[src/rtl/flash_seq_pkg.sv]
package flash_seq_pkg;

  typedef enum logic [1:0] {
    OP_PROG = 2'd0,
    OP_SECT = 2'd1,
    OP_CHIP = 2'd2,
    OP_CHIP_ALT = 2'd3
  } flashOpE;

  typedef enum logic [2:0] {
    AS_555  = 3'd0,
    AS_2AA  = 3'd1,
    AS_REQ  = 3'd2,
    AS_SECT = 3'd3,
    AS_ZERO = 3'd4
  } addrSelE;

  // strobes from control to datapath
  typedef struct packed {
    logic       load;        // capture request fields
    logic       go;          // start one bus cycle
    logic       rd;          // bus cycle is a read
    addrSelE    aSel;        // address source
    logic       useReqData;  // drive request byte instead of cmd
    logic [7:0] cmd;         // command byte
    logic       sectAdv;     // step to next listed sector
  } dpCtlT;

  localparam logic [7:0] CMD_UNLK_A = 8'hAA;
  localparam logic [7:0] CMD_UNLK_B = 8'h55;
  localparam logic [7:0] CMD_PROG   = 8'hA0;
  localparam logic [7:0] CMD_ERASE  = 8'h80;
  localparam logic [7:0] CMD_CHIP   = 8'h10;
  localparam logic [7:0] CMD_SECT   = 8'h30;
  localparam logic [7:0] CMD_RESET  = 8'hF0;

endpackage

[src/rtl/flash_seq_dp.sv]
module flash_seq_dp
  import flash_seq_pkg::*;
#(
  parameter int ADDR_W    = 17,
  parameter int MAX_SECT  = 4,
  parameter int SETUP_CYC = 2,
  parameter int PULSE_CYC = 3,
  parameter int HOLD_CYC  = 2,
  localparam int SN_W = $clog2(MAX_SECT + 1)
) (
  input  logic                       clk,
  input  logic                       rstN,
  input  dpCtlT                      ctl,
  input  logic [ADDR_W-1:0]          reqAddr,
  input  logic [7:0]                 reqData,
  input  logic [MAX_SECT*ADDR_W-1:0] reqSect,
  input  logic [SN_W-1:0]            reqSectNum,
  output logic                       busIdle,
  output logic                       busDone,
  output logic                       statTog,
  output logic                       statLim,
  output logic                       statWin,
  output logic                       rdMatch,
  output logic                       sectLast,
  output logic [ADDR_W-1:0]          flAddr,
  output logic [7:0]                 flDout,
  input  logic [7:0]                 flDin,
  output logic                       flDoe,
  output logic                       flCeN,
  output logic                       flOeN,
  output logic                       flWeN
);

  localparam int SI_W = (MAX_SECT > 1) ? $clog2(MAX_SECT) : 1;
  localparam int MAXC = (SETUP_CYC > PULSE_CYC)
                        ? ((SETUP_CYC > HOLD_CYC) ? SETUP_CYC : HOLD_CYC)
                        : ((PULSE_CYC > HOLD_CYC) ? PULSE_CYC : HOLD_CYC);
  localparam int CNT_W = $clog2(MAXC + 1);

  typedef enum logic [1:0] {PH_IDLE, PH_SETUP, PH_PULSE, PH_HOLD} phaseE;

  phaseE             phase;
  logic [CNT_W-1:0]  phCnt;
  logic              opRd;
  logic [ADDR_W-1:0] busAddr;
  logic [7:0]        busData;
  logic [7:0]        rdData;

  logic [ADDR_W-1:0] addrR;
  logic [7:0]        dataR;
  logic [ADDR_W-1:0] sectR [MAX_SECT];
  logic [SN_W-1:0]   sectCnt;
  logic [SI_W-1:0]   sectIdx;

  logic [ADDR_W-1:0] selAddr;
  logic [7:0]        selData;

  // request capture
  always_ff @(posedge clk or negedge rstN) begin
    if (!rstN) begin
      addrR   <= '0;
      dataR   <= '0;
      sectCnt <= SN_W'(1);
      sectIdx <= '0;
    end else if (ctl.load) begin
      addrR   <= reqAddr;
      dataR   <= reqData;
      sectIdx <= '0;
      if (reqSectNum == '0)
        sectCnt <= SN_W'(1);
      else if (reqSectNum > SN_W'(MAX_SECT))
        sectCnt <= SN_W'(MAX_SECT);
      else
        sectCnt <= reqSectNum;
    end else if (ctl.sectAdv && !sectLast) begin
      sectIdx <= sectIdx + SI_W'(1);
    end
  end

  for (genvar g = 0; g < MAX_SECT; g++) begin : gSect
    always_ff @(posedge clk or negedge rstN) begin
      if (!rstN)
        sectR[g] <= '0;
      else if (ctl.load)
        sectR[g] <= reqSect[g*ADDR_W +: ADDR_W];
    end
  end

  assign sectLast = (SN_W'(sectIdx) + SN_W'(1)) >= sectCnt;

  always_comb begin
    case (ctl.aSel)
      AS_555:  selAddr = ADDR_W'(11'h555);
      AS_2AA:  selAddr = ADDR_W'(11'h2AA);
      AS_REQ:  selAddr = addrR;
      AS_SECT: selAddr = sectR[sectIdx];
      default: selAddr = '0;
    endcase
    selData = ctl.useReqData ? dataR : ctl.cmd;
  end

  // bus cycle engine
  always_ff @(posedge clk or negedge rstN) begin
    if (!rstN) begin
      phase   <= PH_IDLE;
      phCnt   <= '0;
      opRd    <= 1'b0;
      busAddr <= '0;
      busData <= '0;
      rdData  <= '0;
      busDone <= 1'b0;
    end else begin
      busDone <= 1'b0;
      case (phase)
        PH_IDLE: if (ctl.go) begin
          busAddr <= selAddr;
          busData <= selData;
          opRd    <= ctl.rd;
          phCnt   <= CNT_W'(SETUP_CYC - 1);
          phase   <= PH_SETUP;
        end
        PH_SETUP: if (phCnt == '0) begin
          phCnt <= CNT_W'(PULSE_CYC - 1);
          phase <= PH_PULSE;
        end else phCnt <= phCnt - CNT_W'(1);
        PH_PULSE: if (phCnt == '0) begin
          if (opRd) rdData <= flDin;
          phCnt <= CNT_W'(HOLD_CYC - 1);
          phase <= PH_HOLD;
        end else phCnt <= phCnt - CNT_W'(1);
        default: if (phCnt == '0) begin
          phase   <= PH_IDLE;
          busDone <= 1'b1;
        end else phCnt <= phCnt - CNT_W'(1);
      endcase
    end
  end

  assign busIdle = (phase == PH_IDLE);
  assign flCeN   = (phase == PH_IDLE);
  assign flWeN   = !((phase == PH_PULSE) && !opRd);
  assign flOeN   = !((phase == PH_PULSE) && opRd);
  assign flDoe   = (phase != PH_IDLE) && !opRd;
  assign flAddr  = busAddr;
  assign flDout  = busData;

  assign statTog = rdData[6];
  assign statLim = rdData[5];
  assign statWin = rdData[3];
  assign rdMatch = (rdData == dataR);

  // strobe-low length tracker for the pulse-width check
  logic [CNT_W:0] weLowCnt;
  always_ff @(posedge clk or negedge rstN) begin
    if (!rstN)
      weLowCnt <= '0;
    else if (!flWeN)
      weLowCnt <= (weLowCnt == '1) ? weLowCnt : weLowCnt + 1'b1;
    else
      weLowCnt <= '0;
  end

  AST_WE_ADDR_STABLE: assert property (@(posedge clk) disable iff (!rstN)
    (!flWeN && $past(!flWeN)) |-> ($stable(flAddr) && $stable(flDout)));
  AST_WE_HOLD_ADDR: assert property (@(posedge clk) disable iff (!rstN)
    $rose(flWeN) |-> ($stable(flAddr) && $stable(flDout) && !flCeN));
  AST_WE_MIN_PULSE: assert property (@(posedge clk) disable iff (!rstN)
    $rose(flWeN) |-> (weLowCnt >= (CNT_W+1)'(PULSE_CYC)));

endmodule

[src/rtl/flash_seq_ctrl.sv]
module flash_seq_ctrl
  import flash_seq_pkg::*;
#(
  parameter int POLL_LIMIT = 64
) (
  input  logic       clk,
  input  logic       rstN,
  input  logic       reqValid,
  output logic       reqReady,
  input  logic [1:0] reqOp,
  input  logic       busIdle,
  input  logic       busDone,
  input  logic       statTog,
  input  logic       statLim,
  input  logic       statWin,
  input  logic       rdMatch,
  input  logic       sectLast,
  output dpCtlT      ctl,
  output logic       doneValid,
  output logic       doneFail
);

  localparam int PC_W = $clog2(POLL_LIMIT + 1);

  typedef enum logic [3:0] {
    S_IDLE, S_SEQ, S_CHK0, S_XWR, S_CHK1, S_POLLA, S_POLLB,
    S_POLLC, S_POLLD, S_VERIFY, S_RESET, S_DONE
  } stateE;

  stateE           state;
  flashOpE         opR;
  logic [2:0]      step;
  logic            waitBus;
  logic            prevTog;
  logic            failR;
  logic [PC_W-1:0] pollCnt;

  logic busState, issue, done, seqLast, togSame;

  assign busState = (state != S_IDLE) && (state != S_DONE);
  assign issue    = busState && !waitBus && busIdle;
  assign done     = waitBus && busDone;
  assign seqLast  = (opR == OP_PROG) ? (step == 3'd3) : (step == 3'd5);
  assign togSame  = (statTog == prevTog);
  assign reqReady = (state == S_IDLE);
  assign doneValid = (state == S_DONE);
  assign doneFail  = failR;

  always_comb begin
    ctl = '0;
    ctl.load = reqValid && reqReady;
    ctl.go   = issue;
    ctl.aSel = AS_555;
    case (state)
      S_SEQ: begin
        case (step)
          3'd0: begin ctl.aSel = AS_555; ctl.cmd = CMD_UNLK_A; end
          3'd1: begin ctl.aSel = AS_2AA; ctl.cmd = CMD_UNLK_B; end
          3'd2: begin
            ctl.aSel = AS_555;
            ctl.cmd  = (opR == OP_PROG) ? CMD_PROG : CMD_ERASE;
          end
          3'd3: begin
            if (opR == OP_PROG) begin
              ctl.aSel = AS_REQ; ctl.useReqData = 1'b1;
            end else begin
              ctl.aSel = AS_555; ctl.cmd = CMD_UNLK_A;
            end
          end
          3'd4: begin ctl.aSel = AS_2AA; ctl.cmd = CMD_UNLK_B; end
          default: begin
            if (opR == OP_SECT) begin
              ctl.aSel = AS_SECT; ctl.cmd = CMD_SECT;
            end else begin
              ctl.aSel = AS_555; ctl.cmd = CMD_CHIP;
            end
          end
        endcase
      end
      S_CHK0, S_CHK1: begin ctl.rd = 1'b1; ctl.aSel = AS_SECT; end
      S_XWR:          begin ctl.aSel = AS_SECT; ctl.cmd = CMD_SECT; end
      S_POLLA, S_POLLB, S_POLLC, S_POLLD, S_VERIFY: begin
        ctl.rd = 1'b1; ctl.aSel = AS_REQ;
      end
      S_RESET:        begin ctl.aSel = AS_ZERO; ctl.cmd = CMD_RESET; end
      default: ;
    endcase
    ctl.sectAdv = done && !sectLast &&
                  (((state == S_SEQ) && seqLast && (opR == OP_SECT)) ||
                   ((state == S_CHK1) && !statWin));
  end

  always_ff @(posedge clk or negedge rstN) begin
    if (!rstN) begin
      state   <= S_IDLE;
      opR     <= OP_PROG;
      step    <= '0;
      waitBus <= 1'b0;
      prevTog <= 1'b0;
      failR   <= 1'b0;
      pollCnt <= '0;
    end else begin
      if (issue) waitBus <= 1'b1;
      else if (done) waitBus <= 1'b0;
      case (state)
        S_IDLE: if (reqValid) begin
          opR     <= flashOpE'(reqOp);
          step    <= '0;
          failR   <= 1'b0;
          pollCnt <= '0;
          state   <= S_SEQ;
        end
        S_SEQ: if (done) begin
          if (seqLast)
            state <= ((opR == OP_SECT) && !sectLast) ? S_CHK0 : S_POLLA;
          else
            step <= step + 3'd1;
        end
        S_CHK0: if (done) begin
          if (statWin) begin failR <= 1'b1; state <= S_RESET; end
          else state <= S_XWR;
        end
        S_XWR: if (done) state <= S_CHK1;
        S_CHK1: if (done) begin
          if (statWin) begin failR <= 1'b1; state <= S_RESET; end
          else state <= sectLast ? S_POLLA : S_CHK0;
        end
        S_POLLA: if (done) begin prevTog <= statTog; state <= S_POLLB; end
        S_POLLB: if (done) begin
          if (togSame)
            state <= (opR == OP_PROG) ? S_VERIFY : S_DONE;
          else if (statLim)
            state <= S_POLLC;
          else if (pollCnt == PC_W'(POLL_LIMIT - 1)) begin
            failR <= 1'b1; state <= S_RESET;
          end else begin
            pollCnt <= pollCnt + PC_W'(1);
            state   <= S_POLLA;
          end
        end
        S_POLLC: if (done) begin prevTog <= statTog; state <= S_POLLD; end
        S_POLLD: if (done) begin
          if (togSame) state <= (opR == OP_PROG) ? S_VERIFY : S_DONE;
          else begin failR <= 1'b1; state <= S_RESET; end
        end
        S_VERIFY: if (done) begin
          if (rdMatch) state <= S_DONE;
          else begin failR <= 1'b1; state <= S_RESET; end
        end
        S_RESET: if (done) state <= S_DONE;
        default: state <= S_IDLE;
      endcase
    end
  end

  AST_ACCEPT_DROPS_READY: assert property (@(posedge clk) disable iff (!rstN)
    (reqValid && reqReady) |=> !reqReady);
  AST_DONE_ONE_CYCLE: assert property (@(posedge clk) disable iff (!rstN)
    doneValid |=> !doneValid);
  AST_FAIL_AFTER_RESET_WRITE: assert property (@(posedge clk) disable iff (!rstN)
    (doneValid && doneFail) |-> ($past(state) == S_RESET));
  AST_POLL_BOUND: assert property (@(posedge clk) disable iff (!rstN)
    pollCnt < PC_W'(POLL_LIMIT));

endmodule

[src/rtl/flash_pe_seq.sv]
module flash_pe_seq
  import flash_seq_pkg::*;
#(
  parameter int ADDR_W     = 17,
  parameter int MAX_SECT   = 4,
  parameter int SETUP_CYC  = 2,
  parameter int PULSE_CYC  = 3,
  parameter int HOLD_CYC   = 2,
  parameter int POLL_LIMIT = 64,
  localparam int SN_W = $clog2(MAX_SECT + 1)
) (
  input  logic                       clk,
  input  logic                       rstN,
  input  logic                       reqValid,
  output logic                       reqReady,
  input  logic [1:0]                 reqOp,
  input  logic [ADDR_W-1:0]          reqAddr,
  input  logic [7:0]                 reqData,
  input  logic [MAX_SECT*ADDR_W-1:0] reqSect,
  input  logic [SN_W-1:0]            reqSectNum,
  output logic                       doneValid,
  output logic                       doneFail,
  output logic [ADDR_W-1:0]          flAddr,
  output logic [7:0]                 flDout,
  input  logic [7:0]                 flDin,
  output logic                       flDoe,
  output logic                       flCeN,
  output logic                       flOeN,
  output logic                       flWeN
);

  dpCtlT ctl;
  logic busIdle, busDone, statTog, statLim, statWin, rdMatch, sectLast;

  flash_seq_ctrl #(.POLL_LIMIT(POLL_LIMIT)) u_ctrl (
    .clk(clk), .rstN(rstN), .reqValid(reqValid), .reqReady(reqReady),
    .reqOp(reqOp), .busIdle(busIdle), .busDone(busDone),
    .statTog(statTog), .statLim(statLim), .statWin(statWin),
    .rdMatch(rdMatch), .sectLast(sectLast), .ctl(ctl),
    .doneValid(doneValid), .doneFail(doneFail)
  );

  flash_seq_dp #(
    .ADDR_W(ADDR_W), .MAX_SECT(MAX_SECT), .SETUP_CYC(SETUP_CYC),
    .PULSE_CYC(PULSE_CYC), .HOLD_CYC(HOLD_CYC)
  ) u_dp (
    .clk(clk), .rstN(rstN), .ctl(ctl), .reqAddr(reqAddr), .reqData(reqData),
    .reqSect(reqSect), .reqSectNum(reqSectNum), .busIdle(busIdle),
    .busDone(busDone), .statTog(statTog), .statLim(statLim),
    .statWin(statWin), .rdMatch(rdMatch), .sectLast(sectLast),
    .flAddr(flAddr), .flDout(flDout), .flDin(flDin), .flDoe(flDoe),
    .flCeN(flCeN), .flOeN(flOeN), .flWeN(flWeN)
  );

endmodule

[config.mk]
export PLATFORM = sky130hd
export DESIGN_NAME = flash_pe_seq
export DESIGN_NICKNAME = d
export VERILOG_FILES = /design/src/rtl/flash_seq_pkg.sv /design/src/rtl/flash_seq_dp.sv /design/src/rtl/flash_seq_ctrl.sv /design/src/rtl/flash_pe_seq.sv
export SDC_FILE = /design/constraint.sdc
export NUM_CORES = 1
export LEC_CHECK = 0
export BUFFER_PORTS_ARGS = -buffer_cell sky130_fd_sc_hd__buf_2
export CAP_MARGIN = 20
export CORE_ASPECT_RATIO = 2
export CORE_MARGIN = 5
export CORE_UTILIZATION = 40
export DETAILED_ROUTE_END_ITERATION = 16
export PLACE_DENSITY_LB_ADDON = 0.25
export RECOVER_POWER = 50
export SKIP_LAST_GASP = 1
export SLEW_MARGIN = 40
export SYNTH_ARGS = -nofsm -noshare
export SYNTH_HDL_FRONTEND = slang
export SYNTH_HIERARCHICAL = 1
export SYNTH_SLANG_ARGS = --single-unit
[constraint.sdc]
create_clock -name clk -period 6.9 [get_ports clk]
set_input_delay 1.38 -clock clk [delete_from_list [all_inputs] [get_ports clk]]
set_output_delay 1.38 -clock clk [all_outputs]
set_load 0.02 [all_outputs]
==> results.toml <==
[hold_path]
hold_path_depth = 2
min_from = "u_dp/flDout[0]"
min_to = "u_dp/flDout[0]"
hp-class = "flip-flop to flip-flop"

[routing]
wl_met1_mm = 6.828
wl_per_cell_um = 18.88
via_count = 5506
wl_met3_um = 875
routed_wl_mm = 19.62
vias_per_cell = 5.299
met2_length_mm = 11.29
drc_errors = 0
top_layer = "met4"
first_iter_violations = 227
ant_nets = 0
first_pass_iters = 5

[clock_tree]
cts_hold_buf = 0
path_clk_slew_ps = 60
cts-resized-gates = 0
h-tree-depth = 4
insertion_delay_ps = 420
clock-sinks = 156
post_cts_buffers = 0
cts_tree = "done"
cts_buffer_depth = 2
numCtsBuffers = 17
root_buffer = "clkbuf_16"

[pwr]
cellLeakagePower_nw = 4.039
p_per_area_nw_per_um2 = 458.8
peakVddDrop_uv = 271.9

[floorplan]
die_h_um = 208.0
core_area_um2 = 19370
rows = 72
start_util_pct = 40.50
dieArea_um2 = 22680
io_pins = 141
die_width_um = 109.0

[critical_path]
r2r_end = "u_dp/sectR[13]"
startpoint_type = "flip-flop"
cp-end-kind = "flip-flop"
critical_path_class = "flip-flop to flip-flop"
r2r_start = "u_ctrl/state[1]"
critPathArrivalTime_ps = 5130
critPathMaxFanout = 62
crit_required_ps = 7200
r2r_setup_slack_ps = 2070
rr_worst_depth = 5

[synth]
yosys_register_bits = 156
seq_area_frac_synth_pct = 49.78
synth_nets = 768
synth.most_common_cell = "dfrtp_1"
syn_area_um2 = 7844
ys.flop_type = "dfrtp_1"
yosysUniqueCellTypes = 70
postSynthAreaPerCell_um2 = 12.24
synth_top_area_share_pct = 49.45
synthTopCellsByArea = "dfrtp_1, mux2_2, mux4_1, ha_1, mux4_2"
ys_warn_count = 6
yosysTopAreaCell = "dfrtp_1"
synthTopCellsByCount = "dfrtp_1, mux2_2, nand2_1"
ys_async_sr_fraction_pct = 100.0
syn_inst = 641
synth_edf_count = 0

[place]
gp_congestion = 0.8989
dpl.hpwl_mm = 14.68
dp_cells = 1007
io_buffers = 140

[grt]
grt_max_degree = 83
track_usage_pct = 18.19
first_global_vias = 6058
overflow = 0
antenna_found_initial = 0
grt_pass1_wl_mm = 31.88

[sta]
rsz0062_at_grt = "no"
hold_viol = 0
tightest_slew_ps = 2454
fin_tns_setup_ps = 0
period_share_pct = 69.95
relSlewSlack_pct = -64.47
drv_slew = 63
clock.fmax_mhz = 207.2
period_needed_ps = 4827
setup_viol = 0
finalClockSkew_ps = 8.274

[cells_and_area]
diodes = 0
final_cells = 1039
layout-drive-gt1-share_pct = 34.62
nets = 894
fillers = 1782
synthToLayoutAreaGrowth_pct = 18.03

[status]
violations = "max-capacitance violations, max-slew violations"
outcome = "finished, violations left"

[job]
max_cap_violations = 1
## where the power goes
part	switching, mW	leakage (nW)	internal (mW)
Sequential	0.337	1.92	1.35
Combinational	0.818	1.83	0.808
Clock	0.369	0.292	0.570
## worst max-delay path by stage
stage | startpoint | to
floorplan | reqValid | u_dp/addrR[1]
global placement | reqValid | u_dp/sectR[13]
detailed placement | reqValid | u_dp/sectR[46]
CTS | u_ctrl/state[3] | doneValid
global route | u_ctrl/state[1] | u_dp/sectR[13]
finish | u_ctrl/state[1] | u_dp/sectR[13]
## per-layer routing
layer  GRT usage [%]  up-vias
met4           7.934        0
li1                -     2569
met5               0        -
met3           4.342       28
met1           18.49     2760
met2           34.01      149
## stage by stage
step                      util [%]  setup slack (ps)  hold slack, ps  area, µm²  power [mW]
after global routing         47.80              1715           514.2       9258       4.516
after detailed placement     44.98              3339           471.1       8712       3.344
after CTS                    48.06              3398           484.0       9309       4.302
final                        47.80              2073           489.0       9258       4.247
after floorplan                  -              4162           472.0       7844       2.887
after global placement       44.92              3432           469.0       8701       3.234
## final cells by class
type	instances	area, µm²	area share (%)
inverters	27	102.6	1.108
repair buffers	145	714.4	7.717
flip-flops and latches	156	3906	42.19
well taps	259	324.1	3.500
clock inverters	10	112.6	1.216
multi-input cells	420	3613	39.03
clock buffers	22	484.2	5.230
## critical path: stages (launching register included)
cell	delay, ps
dfrtp_1	800
nor4_1	230
nand2_1	300
clkinvlp_2	1930
buf_4	1040
mux2_2	370
## cells in the final DEF (no fill, tap or decap), types with 3 or more instances in the layout
master     netlist  routed
buf_2           19     113
xor2_1           3       3
nor2_1          26      25
mux2_2         100     100
o21a_1           4       4
nand2_1         43      43
buf_4            7       3
mux2_1           4       4
a21oi_1         23      24
nor3_1          12      11
clkbuf_8         0       5
nor3b_1          3       3
nor4_1           3       4
xnor2_1         13      13
clkbuf_1         7      28
mux4_2           8       8
nand2b_1         8       8
ha_1            18      18
a31oi_1          3       3
a221o_1         14      14
mux4_1           9       9
and2_1           8       7
nand3b_1         3       3
o21ai_0         27      27
clkbuf_16        0      17
a2111oi_0        3       3
a21o_1           3       3
mux2i_1         16      16
inv_1           27      26
nor2b_1          9       9
clkinv_2         0       4
o221ai_1         4       4
nand3_1          7       7
dfrtp_1        155     154
## registers in the layout, summed over array words and instances, names as in the netlist, 3 cells and up
name / count
u_dp/sectCnt: 3
u_dp/rdData: 8
u_dp/flAddr: 17
u_dp/flDout: 8
u_ctrl/pollCnt: 7
u_dp/sectR: 68
u_ctrl/state: 4
u_dp/addrR: 17
u_ctrl/step: 3
u_dp/dataR: 8
## cell families after synthesis
logic type / share of synthesized area [%]
AO/OA/AOI/OAI: 9.332
XOR/XNOR: 1.787
adder cells (fa/ha/maj): 2.871
buffers and inverters: 4.147
flip-flops: 49.78
multiplexers: 22.28
AND/OR/NAND/NOR: 9.794
Note: power is estimated with default switching activity, not from simulation.
